[src/rtl/tw_pkg.sv]
package tw_pkg;
  localparam int VA_W    = 32;
  localparam int PA_W    = 40;
  localparam int SPLIT_W = 3;
  localparam int ATTR_W  = 8;
  localparam int L2_ALN  = 10;

  typedef enum logic [1:0] {
    SZ_4K  = 2'd0,
    SZ_64K = 2'd1,
    SZ_1M  = 2'd2,
    SZ_16M = 2'd3
  } pg_size_e;

  // true when the top n bits of va are zero
  function automatic logic top_clear(logic [VA_W-1:0] va, logic [SPLIT_W-1:0] n);
    logic [VA_W-1:0] m;
    m = ~({VA_W{1'b1}} >> n);
    return (va & m) == '0;
  endfunction

  function automatic logic [VA_W-1:0] l1_addr(logic [VA_W-1:0] base, logic [VA_W-1:0] va);
    return base + {18'b0, va[31:20], 2'b00};
  endfunction

  function automatic logic [VA_W-1:0] l2_addr(logic [31:0] desc, logic [VA_W-1:0] va);
    return {desc[31:L2_ALN], {L2_ALN{1'b0}}} + {22'b0, va[19:12], 2'b00};
  endfunction

  function automatic logic [PA_W-1:0] pa_1m(logic [31:0] d, logic [VA_W-1:0] va);
    return {8'h00, d[31:20], va[19:0]};
  endfunction

  function automatic logic [PA_W-1:0] pa_16m(logic [31:0] d, logic [VA_W-1:0] va);
    return {d[17:10], d[31:24], va[23:0]};
  endfunction

  function automatic logic [PA_W-1:0] pa_64k(logic [31:0] d, logic [VA_W-1:0] va);
    return {8'h00, d[31:16], va[15:0]};
  endfunction

  function automatic logic [PA_W-1:0] pa_4k(logic [31:0] d, logic [VA_W-1:0] va);
    return {8'h00, d[31:12], va[11:0]};
  endfunction
endpackage

[src/rtl/tw_base_sel.sv]
module tw_base_sel
  import tw_pkg::*;
(
  input  logic [VA_W-1:0]    va,
  input  logic [SPLIT_W-1:0] split_n,
  input  logic [VA_W-1:0]    base0,
  input  logic [VA_W-1:0]    base1,
  output logic               use_hi,
  output logic [VA_W-1:0]    first_addr
);
  logic [VA_W-1:0] base_pick;

  assign use_hi     = !top_clear(va, split_n);
  assign base_pick  = use_hi ? base1 : base0;
  assign first_addr = l1_addr(base_pick, va);
endmodule

[src/rtl/tw_desc_decode.sv]
module tw_desc_decode
  import tw_pkg::*;
(
  input  logic              second,
  input  logic [31:0]       desc,
  input  logic [VA_W-1:0]   va,
  output logic              is_fault,
  output logic              is_table,
  output logic [PA_W-1:0]   res_pa,
  output pg_size_e          res_size,
  output logic [ATTR_W-1:0] res_attr,
  output logic [VA_W-1:0]   next_addr
);
  assign next_addr = l2_addr(desc, va);

  always_comb begin
    is_fault = 1'b0;
    is_table = 1'b0;
    res_pa   = '0;
    res_size = SZ_4K;
    res_attr = '0;
    if (!second) begin
      unique case (desc[1:0])
        2'b01: is_table = 1'b1;
        2'b10: begin
          res_attr = desc[9:2];
          if (desc[18]) begin
            res_pa   = pa_16m(desc, va);
            res_size = SZ_16M;
          end else begin
            res_pa   = pa_1m(desc, va);
            res_size = SZ_1M;
          end
        end
        default: is_fault = 1'b1;
      endcase
    end else begin
      unique case (desc[1:0])
        2'b00: is_fault = 1'b1;
        2'b01: begin
          res_attr = desc[9:2];
          res_pa   = pa_64k(desc, va);
          res_size = SZ_64K;
        end
        default: begin
          res_attr = desc[9:2];
          res_pa   = pa_4k(desc, va);
          res_size = SZ_4K;
        end
      endcase
    end
  end
endmodule

[src/rtl/table_walker.sv]
module table_walker
  import tw_pkg::*;
(
  input  logic               clk,
  input  logic               rst_n,
  input  logic               req_valid,
  input  logic [VA_W-1:0]    req_va,
  input  logic [SPLIT_W-1:0] split_n,
  input  logic [VA_W-1:0]    tbl_base0,
  input  logic [VA_W-1:0]    tbl_base1,
  output logic               busy,
  output logic               mem_req,
  output logic [VA_W-1:0]    mem_addr,
  input  logic               mem_rvalid,
  input  logic [31:0]        mem_rdata,
  output logic               done,
  output logic               fault,
  output logic [PA_W-1:0]    pa,
  output logic [1:0]         pg_size,
  output logic [ATTR_W-1:0]  attr
);
  typedef enum logic [2:0] {S_IDLE, S_RD1, S_WT1, S_RD2, S_WT2} st_e;

  st_e               state;
  logic [VA_W-1:0]   va_q;
  logic [VA_W-1:0]   addr_q;
  logic              done_q, fault_q;
  logic [PA_W-1:0]   pa_q;
  pg_size_e          size_q;
  logic [ATTR_W-1:0] attr_q;

  logic              sel_hi;
  logic [VA_W-1:0]   sel_addr;
  logic              dec_fault, dec_table;
  logic [PA_W-1:0]   dec_pa;
  pg_size_e          dec_size;
  logic [ATTR_W-1:0] dec_attr;
  logic [VA_W-1:0]   dec_next;

  // named events
  logic ev_accept, ev_resp, ev_descend, ev_finish;
  assign ev_accept  = (state == S_IDLE) && req_valid;
  assign ev_resp    = mem_rvalid && ((state == S_WT1) || (state == S_WT2));
  assign ev_descend = ev_resp && (state == S_WT1) && dec_table;
  assign ev_finish  = ev_resp && !ev_descend;

  tw_base_sel u_sel (
    .va         (req_va),
    .split_n    (split_n),
    .base0      (tbl_base0),
    .base1      (tbl_base1),
    .use_hi     (sel_hi),
    .first_addr (sel_addr)
  );

  tw_desc_decode u_dec (
    .second    (state == S_WT2),
    .desc      (mem_rdata),
    .va        (va_q),
    .is_fault  (dec_fault),
    .is_table  (dec_table),
    .res_pa    (dec_pa),
    .res_size  (dec_size),
    .res_attr  (dec_attr),
    .next_addr (dec_next)
  );

  always_ff @(posedge clk or negedge rst_n) begin
    if (!rst_n) begin
      state   <= S_IDLE;
      va_q    <= '0;
      addr_q  <= '0;
      done_q  <= 1'b0;
      fault_q <= 1'b0;
      pa_q    <= '0;
      size_q  <= SZ_4K;
      attr_q  <= '0;
    end else begin
      done_q  <= 1'b0;
      fault_q <= 1'b0;
      unique case (state)
        S_IDLE: if (ev_accept) begin
          va_q   <= req_va;
          addr_q <= sel_addr;
          state  <= S_RD1;
        end
        S_RD1: state <= S_WT1;
        S_RD2: state <= S_WT2;
        default: ;
      endcase
      if (ev_descend) begin
        addr_q <= dec_next;
        state  <= S_RD2;
      end else if (ev_finish) begin
        done_q  <= 1'b1;
        fault_q <= dec_fault;
        pa_q    <= dec_pa;
        size_q  <= dec_size;
        attr_q  <= dec_attr;
        state   <= S_IDLE;
      end
    end
  end

  assign busy     = (state != S_IDLE);
  assign mem_req  = (state == S_RD1) || (state == S_RD2);
  assign mem_addr = addr_q;
  assign done     = done_q;
  assign fault    = fault_q;
  assign pa       = pa_q;
  assign pg_size  = size_q;
  assign attr     = attr_q;

  AST_REQ_STROBE: assert property (@(posedge clk) disable iff (!rst_n)
    mem_req |=> !mem_req);
  AST_READ_ON_START: assert property (@(posedge clk) disable iff (!rst_n)
    $rose(busy) |-> mem_req);
  AST_FAULT_IN_DONE: assert property (@(posedge clk) disable iff (!rst_n)
    fault |-> done);
  AST_FAULT_CLEAN: assert property (@(posedge clk) disable iff (!rst_n)
    fault |-> (pa == '0 && attr == '0 && pg_size == 2'd0));
  AST_SUPER_OFFSET: assert property (@(posedge clk) disable iff (!rst_n)
    (done && !fault && pg_size == 2'd3) |-> (pa[23:0] == va_q[23:0]));
  AST_DONE_IDLE: assert property (@(posedge clk) disable iff (!rst_n)
    done |-> !busy);
  AST_BUSY_ENDS_DONE: assert property (@(posedge clk) disable iff (!rst_n)
    $fell(busy) |-> done);
endmodule

[config.mk]
export PLATFORM = sky130hd
export DESIGN_NAME = table_walker
export DESIGN_NICKNAME = d
export VERILOG_FILES = /design/src/rtl/tw_pkg.sv /design/src/rtl/tw_base_sel.sv /design/src/rtl/tw_desc_decode.sv /design/src/rtl/table_walker.sv
export SDC_FILE = /design/constraint.sdc
export NUM_CORES = 1
export LEC_CHECK = 0
export BUFFER_PORTS_ARGS = -buffer_cell sky130_fd_sc_hd__buf_2
export CAP_MARGIN = 40
export CORE_AREA = 2 2 109 111
export CTS_CLUSTER_DIAMETER = 120
export DETAILED_ROUTE_END_ITERATION = 7
export DIE_AREA = 0 0 111 113
export PLACE_DENSITY = 0.89
export SLEW_MARGIN = 20
export SYNTH_ARGS = -nofsm -noshare
export SYNTH_HDL_FRONTEND = slang
export SYNTH_SLANG_ARGS = --single-unit
[constraint.sdc]
create_clock -name clk -period 3 [get_ports clk]
set_input_delay 0.15 -clock clk [delete_from_list [all_inputs] [get_ports clk]]
set_output_delay 0.15 -clock clk [all_outputs]
set_load 0.05 [all_outputs]
==> out/metrics.csv <==
metric,value,unit
status,finished clean,
final critical-path share of the clock period,0.969,
placed insts,981,
DP Worst Slack,-0.362,ns
PD cells,935,nW/um^2
routed wl met2,8.72,mm
P&R area growth vs syn,36.7,%
HP Class,in2reg,
Final Hold Fails,0,
Final nets,1015,
# Max-Cap Violations,0,
initial antenna violation count,1,
final std cells w/o fill,1011,
Worst setup SP type,input port,
Cell Rows,39,
Unique masters post-synth,62,
sw frac,0.484,
Area after DPL,7650,sq um
leak pwr,4.24,nW
clock share of power,0.167,
Final Skew,0.00989,ns
1st-iter DRT viols,549,
FF+latch area,2780,sq um
Port-buffer cells,220,
Multi-input gate area,3170,sq um
wl on met1,7.14,mm
final WL,17.9,mm
clock root buffer,clkbuf_16,
"most common cell after layout, fill and taps aside",buf_2,
IO Count,221,
WL per Instance,17.7,microns
total global-route track usage,0.283,
critical path class,in2reg,
WL met3,1.44,mm
clock latency on the worst-skew pair,0.35,ns
Worst Setup End Kind,flop,
Max Fclk,0.344,GHz
Die Y,113,microns
share of flip-flops with an asynchronous set or reset,1.00,
Top Layer Used,met4,
syn avg cell area,9.93,sq um
GRT Residual Overflow,0,
Cell Int Power,0.00393,W
largest net degree at the start of global routing,62,
Synth Flop Type,dfrtp_1,
post-synthesis sequential area ratio,0.466,
crit-path leading delay family,compound AO/OA/AOI/OAI gates,
min Tclk post-route,2.91,ns
number of synthesized register bits,111,
H-tree levels,3,
crit path DAT,3.15,ns
cell count after synthesis,600,
slew at the pin closest to its max-slew limit,0.656,ns
first-pass GRT wire length,28.5,mm
Clock Pin Slew Worst Setup and Hold Paths,0.08,ns
"commonest non-fill, non-tap cells in the layout","219 x buf_2, 111 x dfrtp_1, 103 x nand2_1, 52 x buf_4, 38 x o21ai_0",
die width,111,microns
CTS tree,done,
starting density of the core,0.528,
Filler cells,844,
CTS Buf Count,9,
final instance area,8150,sq um
Sink Count,111,
Synth warnings,0,
Die ar.,12500,sq um
gpl congestion,0.928,
setup_tns,0,ns
P_sw,0.00369,W
Peak VDD IR,0.639,mV
vias in the first global route,5790,
Max Fanout on Critical Path,12,
final setup fails,0,
DP HPWL,13.5,mm
Post-synth EDFFs,0,
sequential share of power,0.328,
Worst Path Buf+Inv,2,
"Slowest-stage cell, CP",fa_2,
"Req. time, crit path",3.24,ns
crit path cell chain,buf_2 -> o211a_4 -> a211oi_4 -> nand2_4 -> mux2_4 -> ha_4 -> inv_2 -> fa_2 -> nor2b_2 -> o2111ai_2 -> a21oi_4 -> o221ai_4 -> or3_1 -> a21o_1 -> o311ai_1,
CORE AREA,11300,sq um
max incr delay on CP,0.36,ns
antenna-violating nets left,0,
layout cells sized above 1,0.393,
drt first pass iters,5,
post-synthesis net count,752,
DRC Markers,0,
Via density,5.79,
clock tree buffer depth,2,
setup slack after layout,0.0942,ns
Max Slew Vio Count,0,
routed via count,5858,
worst rel slew slack,0.563,
Logic pwr share,0.505,
Post-Syn Area,5960,sq um
-- Yosys cell counts (13+ instances only) --
library cell | number | area (sq um)
ha_1 | 16 | 200
nand2_1 | 104 | 390
nor2_1 | 16 | 60.1
clkbuf_1 | 20 | 75.1
dfrtp_1 | 111 | 2780
a21oi_1 | 18 | 90.1
o21ai_0 | 39 | 195
a22oi_1 | 32 | 240
a22o_1 | 36 | 315
inv_1 | 18 | 67.6
mux2i_1 | 15 | 150
nor3_1 | 13 | 65.1
-- power groups by stage --
stage,Combinational [W],Sequential (W),Clock [W]
final,0.00385,0.00250,0.00127
after global routing,0.00411,0.00256,0.00136
after CTS,0.00385,0.00249,0.00129
after detailed placement,0.00382,0.00251,0
after global placement,0.00375,0.00248,0
after floorplan,0.00127,0.00396,0
-- area by class of cell --
cell class | instances | area share
multi-input cells | 439 | 0.389
flip-flops and latches | 111 | 0.341
repair buffers | 284 | 0.200
clock buffers | 9 | 0.0276
well taps | 143 | 0.0220
clock inverters | 6 | 0.0117
inverters | 18 | 0.00829
diodes | 1 | 0.000307
-- worst reg2reg max path: cells and delay by family (launching register included) --
| family | cells | cell delay [ns] |
|---|---|---|
| AOI/OAI and AO/OA | 1 | 0.15 |
| buffers and inverters | 2 | 0.59 |
| DFF | 1 | 0.48 |
| and+or+nand+nor | 3 | 1.09 |
| muxes | 1 | 0.09 |
-- sequential cells by signal, indices dropped and copies added, names as in the netlist --
signal	cells
done	1
mem_addr	32
state	3
va_q	24
attr	8
pa	40
fault	1
pg_size	2
-- kinds of logic (layout without fill, tap and decap cells) --
family / count (synthesis) / after routing / share of synthesized area
fa+ha+maj: 17 / 17 / 0.0370
simple gates: 192 / 192 / 0.154
compound gates: 179 / 180 / 0.222
mux: 28 / 28 / 0.0504
xor+xnor: 22 / 22 / 0.0323
buf+inv: 51 / 317 / 0.0378
flops: 111 / 111 / 0.466
other cells: 0 / 1 / 0
-- metrics by stage --
stage	utilization	power, W	hold slack, ns
global placement	0.678	0.00623	0.209
CTS	0.719	0.00763	0.000380
floorplan	-	0.00523	-0.146
detailed placement	0.678	0.00634	0.214
finish	0.723	0.00762	0.00381
global route	0.723	0.00802	0.00234
-- path summary, 6_finish.rpt --
check                       startpoint            to  slack [ns]  cells after the start
max                         req_va[26]  mem_addr[18]        0.09                     15
min                         req_va[10]      va_q[10]       0.004                      3
max reg2reg                   state[2]        pa[39]        0.55                      7
min reg2reg                mem_addr[2]   mem_addr[2]        0.46                      2
max in group asynchronous        rst_n      state[0]        1.90                      3
min in group asynchronous        rst_n       attr[1]        0.37                      2
-- timing repair --
action	4_1_cts	5_1_grt
setup buffers	0	1
gates cloned	0	1
resized for setup	1	5
hold endpoints to repair	61	0
pin swaps	0	2
setup endpoints to repair	2	14
hold buffers	12	0
-- routing by layer --
metal  track usage  vias to the layer above
li1              -                     2730
met1         0.362                     2778
met2         0.463                      300
met3        0.0686                       50
met4         0.127                        0
met5             0                        -
Power figures use the tool's default switching activity.
